## config.mk

```make
export PLATFORM = sky130hd
export DESIGN_NAME = isp_target_if
export DESIGN_NICKNAME = d
export VERILOG_FILES = /design/src/rtl/isp_tgt_pkg.sv /design/src/rtl/isp_sync.sv /design/src/rtl/isp_frame_shift.sv /design/src/rtl/isp_cmd_decode.sv /design/src/rtl/isp_target_if.sv
export SDC_FILE = /design/constraint.sdc
export NUM_CORES = 1
export LEC_CHECK = 0
export ABC_AREA = 1
export BUFFER_PORTS_ARGS = -buffer_cell sky130_fd_sc_hd__buf_2
export CAP_MARGIN = 10
export CORE_UTILIZATION = 58
export CTS_CLUSTER_DIAMETER = 150
export DETAILED_ROUTE_END_ITERATION = 10
export PLACE_DENSITY_LB_ADDON = 0.08
export SETUP_SLACK_MARGIN = 0.15
export SLEW_MARGIN = 25
export SYNTH_ARGS = -nofsm -noshare
export SYNTH_HDL_FRONTEND = slang
export SYNTH_SLANG_ARGS = --single-unit
```

## constraint.sdc

```tcl
create_clock -name clk -period 1.65 [get_ports clk]
set_input_delay 0.0825 -clock clk [delete_from_list [all_inputs] [get_ports clk]]
set_output_delay 0.0825 -clock clk [all_outputs]
set_load 0.02 [all_outputs]
```

## src/rtl/isp_tgt_pkg.sv

```systemverilog
package isp_tgt_pkg;

    localparam int BYTE_W      = 8;
    localparam int FRAME_BYTES = 4;
    localparam int BYTE_IDX_W  = $clog2(FRAME_BYTES);
    localparam int BIT_IDX_W   = $clog2(BYTE_W);
    localparam int ADDR_W      = 2 * BYTE_W;
    localparam int EE_ADDR_W   = 12;
    localparam int SYNC_STAGES = 2;

    localparam logic [ADDR_W-1:0] EE_MASK = ADDR_W'((1 << EE_ADDR_W) - 1);

    localparam logic [BYTE_W-1:0] OPC_UNLOCK  = 8'hAC;
    localparam logic [BYTE_W-1:0] UNLOCK_KEY  = 8'h53;
    localparam logic [BYTE_W-1:0] OPC_RD_PROG = 8'h20;
    localparam logic [BYTE_W-1:0] OPC_WR_PROG = 8'h40;
    localparam logic [BYTE_W-1:0] OPC_RD_EE   = 8'hA0;
    localparam logic [BYTE_W-1:0] OPC_WR_EE   = 8'hC0;
    localparam logic [BYTE_W-1:0] OPC_ERASE   = 8'hE0;
    localparam logic [BYTE_W-1:0] ERASE_FILL  = 8'hFF;

    typedef logic [BYTE_W-1:0] byte_t;
    typedef byte_t [FRAME_BYTES-1:0] frame_t;

    typedef enum logic [2:0] {
        CMD_NONE    = 3'd0,
        CMD_RD_PROG = 3'd1,
        CMD_WR_PROG = 3'd2,
        CMD_RD_EE   = 3'd3,
        CMD_WR_EE   = 3'd4,
        CMD_ERASE   = 3'd5
    } cmd_e;

    typedef struct packed {
        cmd_e               op;
        logic [ADDR_W-1:0]  addr;
        byte_t              data;
    } isp_cmd_t;

    function automatic cmd_e op_of(input byte_t opc);
        case (opc)
            OPC_RD_PROG: return CMD_RD_PROG;
            OPC_WR_PROG: return CMD_WR_PROG;
            OPC_RD_EE:   return CMD_RD_EE;
            OPC_WR_EE:   return CMD_WR_EE;
            OPC_ERASE:   return CMD_ERASE;
            default:     return CMD_NONE;
        endcase
    endfunction

    function automatic isp_cmd_t build_cmd(input frame_t f);
        isp_cmd_t c;
        c.op   = op_of(f[0]);
        c.addr = {f[1], f[2]};
        c.data = f[3];
        case (c.op)
            CMD_RD_PROG: c.data = '0;
            CMD_RD_EE: begin
                c.addr = c.addr & EE_MASK;
                c.data = '0;
            end
            CMD_WR_EE:   c.addr = c.addr & EE_MASK;
            CMD_ERASE: begin
                c.addr = '0;
                c.data = ERASE_FILL;
            end
            default: ;
        endcase
        return c;
    endfunction

endpackage

```

## src/rtl/isp_sync.sv

```systemverilog
module isp_sync #(
    parameter int              W       = 1,
    parameter int              STAGES  = 2,
    parameter logic [W-1:0]    RST_VAL = '0
) (
    input  logic         clk,
    input  logic         rst,
    input  logic [W-1:0] din,
    output logic [W-1:0] dout
);

    logic [W-1:0] stage_q [STAGES];

    for (genvar s = 0; s < STAGES; s++) begin : g_stage
        always_ff @(posedge clk) begin
            if (rst) begin
                stage_q[s] <= RST_VAL;
            end else if (s == 0) begin
                stage_q[s] <= din;
            end else begin
                stage_q[s] <= stage_q[(s == 0) ? 0 : s-1];
            end
        end
    end

    assign dout = stage_q[STAGES-1];

endmodule

```

## src/rtl/isp_frame_shift.sv

```systemverilog
module isp_frame_shift
    import isp_tgt_pkg::*;
(
    input  logic   clk,
    input  logic   rst,
    input  logic   active,
    input  logic   sck_s,
    input  logic   sdi_s,
    input  byte_t  rd_hold,
    output logic   frame_done,
    output frame_t frame,
    output logic   sdo
);

    localparam logic [BYTE_IDX_W-1:0] LAST_BYTE = BYTE_IDX_W'(FRAME_BYTES - 1);
    localparam logic [BYTE_IDX_W-1:0] ECHO_SRC  = BYTE_IDX_W'(1);
    localparam logic [BYTE_IDX_W-1:0] DATA_PREV = BYTE_IDX_W'(FRAME_BYTES - 2);
    localparam logic [BIT_IDX_W-1:0]  LAST_BIT  = BIT_IDX_W'(BYTE_W - 1);

    logic                  sck_d;
    logic                  rise, fall;
    logic [BIT_IDX_W-1:0]  bit_q;
    logic [BYTE_IDX_W-1:0] byte_q;
    byte_t                 rx_q, rx_nxt, tx_q, tx_pend_q, tx_fill;
    logic                  load_pend_q;
    frame_t                frame_q;

    always_ff @(posedge clk) begin
        if (rst) sck_d <= 1'b0;
        else     sck_d <= sck_s;
    end

    assign rise   = active & sck_s & ~sck_d;
    assign fall   = active & ~sck_s & sck_d;
    assign rx_nxt = {rx_q[BYTE_W-2:0], sdi_s};

    // byte staged for the slot that follows the one now completing
    always_comb begin
        tx_fill = '0;
        if (byte_q == ECHO_SRC && frame_q[0] == OPC_UNLOCK) tx_fill = rx_nxt;
        else if (byte_q == DATA_PREV)                          tx_fill = rd_hold;
    end

    always_ff @(posedge clk) begin
        if (rst || !active) begin
            bit_q       <= '0;
            byte_q      <= '0;
            rx_q        <= '0;
            tx_q        <= '0;
            tx_pend_q   <= '0;
            load_pend_q <= 1'b0;
            frame_q     <= '0;
            frame_done  <= 1'b0;
        end else begin
            frame_done <= 1'b0;
            if (rise) begin
                rx_q  <= rx_nxt;
                bit_q <= bit_q + 1'b1;
                if (bit_q == LAST_BIT) begin
                    frame_q[byte_q] <= rx_nxt;
                    tx_pend_q       <= tx_fill;
                    load_pend_q     <= 1'b1;
                    if (byte_q == LAST_BYTE) begin
                        byte_q     <= '0;
                        frame_done <= 1'b1;
                    end else begin
                        byte_q <= byte_q + 1'b1;
                    end
                end
            end else if (fall) begin
                if (load_pend_q) begin
                    tx_q        <= tx_pend_q;
                    load_pend_q <= 1'b0;
                end else begin
                    tx_q <= {tx_q[BYTE_W-2:0], 1'b0};
                end
            end
        end
    end

    assign frame = frame_q;
    assign sdo   = tx_q[BYTE_W-1];

endmodule

```

## src/rtl/isp_cmd_decode.sv

```systemverilog
module isp_cmd_decode
    import isp_tgt_pkg::*;
(
    input  logic     clk,
    input  logic     rst,
    input  logic     active,
    input  logic     frame_done,
    input  frame_t   frame,
    output logic     cmd_valid,
    output isp_cmd_t cmd,
    output logic     unlocked
);

    isp_cmd_t decoded;

    always_comb decoded = build_cmd(frame);

    always_ff @(posedge clk) begin
        if (rst || !active) begin
            unlocked  <= 1'b0;
            cmd_valid <= 1'b0;
            cmd       <= '0;
        end else begin
            cmd_valid <= 1'b0;
            if (frame_done) begin
                if (frame[0] == OPC_UNLOCK) begin
                    if (frame[1] == UNLOCK_KEY) unlocked <= 1'b1;
                end else if (unlocked && decoded.op != CMD_NONE) begin
                    cmd_valid <= 1'b1;
                    cmd       <= decoded;
                end
            end
        end
    end

endmodule

```

## src/rtl/isp_target_if.sv

```systemverilog
module isp_target_if
    import isp_tgt_pkg::*;
(
    input  logic        clk,
    input  logic        rst,
    input  logic        prog_req_n,
    input  logic        sck,
    input  logic        sdi,
    output logic        sdo,
    output logic        sdo_en,
    output logic        cmd_valid,
    output logic [2:0]  cmd_op,
    output logic [15:0] cmd_addr,
    output logic [7:0]  cmd_wdata,
    input  logic        mem_rvalid,
    input  logic [7:0]  mem_rdata
);

    logic [2:0] pins_s;
    logic       active;
    logic       frame_done;
    logic       unlocked;
    frame_t     frame;
    isp_cmd_t   cmd;
    byte_t      rd_hold;

    isp_sync #(
        .W       (3),
        .STAGES  (SYNC_STAGES),
        .RST_VAL (3'b100)
    ) sync_i (
        .clk  (clk),
        .rst  (rst),
        .din  ({prog_req_n, sdi, sck}),
        .dout (pins_s)
    );

    assign active = ~pins_s[2];

    always_ff @(posedge clk) begin
        if (rst)             rd_hold <= '0;
        else if (mem_rvalid) rd_hold <= mem_rdata;
    end

    isp_frame_shift shift_i (
        .clk        (clk),
        .rst        (rst),
        .active     (active),
        .sck_s      (pins_s[0]),
        .sdi_s      (pins_s[1]),
        .rd_hold    (rd_hold),
        .frame_done (frame_done),
        .frame      (frame),
        .sdo        (sdo)
    );

    isp_cmd_decode dec_i (
        .clk        (clk),
        .rst        (rst),
        .active     (active),
        .frame_done (frame_done),
        .frame      (frame),
        .cmd_valid  (cmd_valid),
        .cmd        (cmd),
        .unlocked   (unlocked)
    );

    assign sdo_en    = active;
    assign cmd_op    = cmd.op;
    assign cmd_addr  = cmd.addr;
    assign cmd_wdata = cmd.data;

endmodule

```

==> results.sh <==
export IMPL_outcome="complete, no violations"
export IMPL_period_share_pct=89.94
export IMPL_rrSetupSlack_ps=170
export IMPL_nNetsFinal=701
export IMPL_cp_max_fo=15
export IMPL_htreeDepth=3
export IMPL_routed_via_density=5.155
export IMPL_first_pass_iters=5
export IMPL_cp_required_ps=1910
export IMPL_crit_end="shift_i.frame[11]"
export IMPL_setup_viol_count_final=0
export IMPL_start_kind="flip-flop"
export IMPL_synth_seq_area_share_pct=47.82
export IMPL_ir_drop_mv=0.6831
export IMPL_slowest_delay_ps=350
export IMPL_cts_tree="done"
export IMPL_drv_cap=0
export IMPL_ant_nets=0
export IMPL_gp_congestion=0.8564
export IMPL_cp_depth=8
export IMPL_drc=0
export IMPL_core_um2=7331
export IMPL_grt_pass1_wl_um=15700
export IMPL_die_y_um=89.48
export IMPL_cpMaxStageDelayCell="dfxtp_2"
export IMPL_num_vias=4047
export IMPL_final_cell_mix="nor2_1, dfxtp_1, nand2_1"
export IMPL_synth_distinct_cells=27
export IMPL_timing_setup_tns_ps=0
export IMPL_clock_latency_ps=360
export IMPL_totalWireLength_um=10270
export IMPL_powerDensity_nw_per_um2=774.0
export IMPL_dieArea_um2=8006
export IMPL_min_path_type="primary input to flip-flop"
export IMPL_finalClockSkew_ps=10.94
export IMPL_synth_ff_type="dfxtp_1"
export IMPL_final_min_clock_period_ps=1484
export IMPL_overflow=0
export IMPL_avgRoutedWirePerCell_um=13.08
export IMPL_antenna_found_initial=0
export IMPL_synth_area_per_cell_um2=7.275
export IMPL_grtUsageTotal_pct=25.53
export IMPL_synth_edf_count=0
export IMPL_drt_iter0_drc=197
export IMPL_ys_async_sr_fraction_pct=0
export IMPL_relSlewSlack_pct=68.66
export IMPL_first_global_vias=3435
export IMPL_rsz0062_at_grt="yes"
export IMPL_fmax_mhz=673.8
export IMPL_slew_viol_final=0
export IMPL_final_common_cell="nor2_1"
export IMPL_cts_made_buffers=9
export IMPL_clk_path_buf_depth=2
export IMPL_reg2reg_depth=8
export IMPL_post_dp_hpwl_um=6429
export IMPL_crit_buf_inv=2
export IMPL_p_leak_nw=2.283
export IMPL_fp_dieW_um=89.48
export IMPL_start_util_pct=60.54
export IMPL_io_pins=44
export IMPL_worst_pin_slew_ps=469.4
export IMPL_crit_path_cell_trace="ha_1 > ha_2 > nand4_4 > clkinv_4 > buf_4 > nand2_8 > o21ai_0 > a21oi_1"
export IMPL_nFillCells=584
export IMPL_synth_area_um2=4438
export IMPL_insertedDiodeCount=0
export IMPL_arrival_ps=1740
export IMPL_ys_warn_count=0
export IMPL_clkSlewWorstSetupHoldPaths_ps=100
export IMPL_post_route_worst_setup_slack_ps=165.9
export IMPL_setup_worst_path_start="shift_i.bit_q[0]"
export IMPL_dp_slack_ps=32.47
export IMPL_path_class="flip-flop to flip-flop"
export IMPL_synth_fp_nets=630
export IMPL_path_delay_family="flip-flops"
export IMPL_ys_ff_latch=106
export IMPL_end_kind="flip-flop"
export IMPL_reg2reg_to="shift_i.frame[11]"
export IMPL_grt_max_degree=60
export IMPL_r2r_start="shift_i.bit_q[0]"
export IMPL_num_rows=31
export IMPL_synth_cells=610
export IMPL_portBuffers=43
export IMPL_root_buffer="clkbuf_8"
export IMPL_cts_sinks=106
export IMPL_area_growth_pct=22.39
export IMPL_finalHoldViolCount=0
export IMPL_drive_gt1_share_pct=22.30
final cells by class:
class	instances	area, µm²	share of cell area (%)
Tap cell	99	123.9	2.281
Multi-Input combinational cell	399	2049	37.73
Sequential cell	106	2133	39.28
Inverter	83	326.6	6.012
Timing Repair Buffer	82	615.6	11.33
Clock inverter	3	23.77	0.4377
Clock buffer	13	158.9	2.926
tightest hold or removal path: stages:
cell     delay (ps)
buf_2           150
o21ai_0          90
nor2_1           80
kinds of logic after synthesis:
| kind of cell | share of synthesized area [%] |
|---|---|
| buf+inv | 9.896 |
| compound gates | 13.62 |
| fa+ha+maj | 1.692 |
| flops | 47.82 |
| simple gates | 26.98 |
timing repair:
item	in CTS	in global routing
setup buffers	2	14
resized for setup	9	45
hold buffers	13	0
endpoints found under the hold margin	13	0
pin swaps	2	11
cloned	1	3
setup endpoints to repair	52	68
stage by stage:
step           std cells  instance area [µm²]  hold slack [ps]  power (W)  utilization (%)
2_1_floorplan        610                 4438            186.3   0.002702                -
3_3_place_gp         736                 4740            268.1   0.002737            64.65
3_5_place_dp         736                 4740            269.1   0.002741            64.65
4_1_cts              768                 5125            76.61   0.004210            69.91
5_1_grt              785                 5431            109.9   0.004350            74.09
6_report             785                 5431            80.56   0.004204            74.09
Yosys cell counts, types with 2 or more instances:
library cell    n  area, µm²
nor2_1        110      412.9
dfxtp_1       106       2122
nand2_1        87      326.6
inv_1          72      270.3
a21oi_1        59      295.3
o21ai_0        49      245.2
nand3_1        42      210.2
nand2_2        16      100.1
inv_2          11      41.29
clkbuf_1       10      37.54
buf_2           9      45.04
o22ai_1         7      43.79
ha_1            6      75.07
nor3_1          5      25.02
buf_4           3      22.52
nor2_2          3      18.77
nor2_4          3      33.78
buf_6           2      22.52
or2_2           2      12.51
how the worst min path moves through the flow:
| stage | from | endpoint | slack (ps) | cells after the start |
|---|---|---|---|---|
| after floorplan | prog_req_n | sync_i.stage_q[0][2] | 190 | 1 |
| after global placement | prog_req_n | sync_i.stage_q[0][2] | 270 | 2 |
| after detailed placement | prog_req_n | sync_i.stage_q[0][2] | 270 | 2 |
| after CTS | mem_rvalid | rd_hold[2] | 80 | 3 |
| after global routing | mem_rvalid | rd_hold[1] | 110 | 3 |
| final | mem_rvalid | rd_hold[2] | 80 | 3 |
per-layer routing:
layer  vias up  routed length [µm]  GRT usage [%]  part of all wire [%]
met5         -                   0              0                     0
met2        96                4956          43.44                    48
li1       2082                   -              -                     -
met4         0                 306          11.54                   3.0
met1      1844                4683          32.67                    46
met3        25                 324          2.770                   3.2
power breakdown:
group | leakage, nW | internal [W] | switching, W
Clock | 0.0859 | 0.000637 | 0.000857
Sequential | 0.862 | 0.00258 | 0.0000159
Combinational | 1.34 | 0.0000545 | 0.0000620
sequential cells by signal (all words and copies together) (netlist names), 2 cells and up:
signal,cells
shift_i.byte_q,2
shift_i.rx_q,7
rd_hold,8
shift_i.bit_q,3
shift_i.tx_pend_q,8
dec_i.cmd,27
shift_i.tx_q,8
sync_i.stage_q,6
shift_i.frame,32
(Power assumes the default switching activity.)
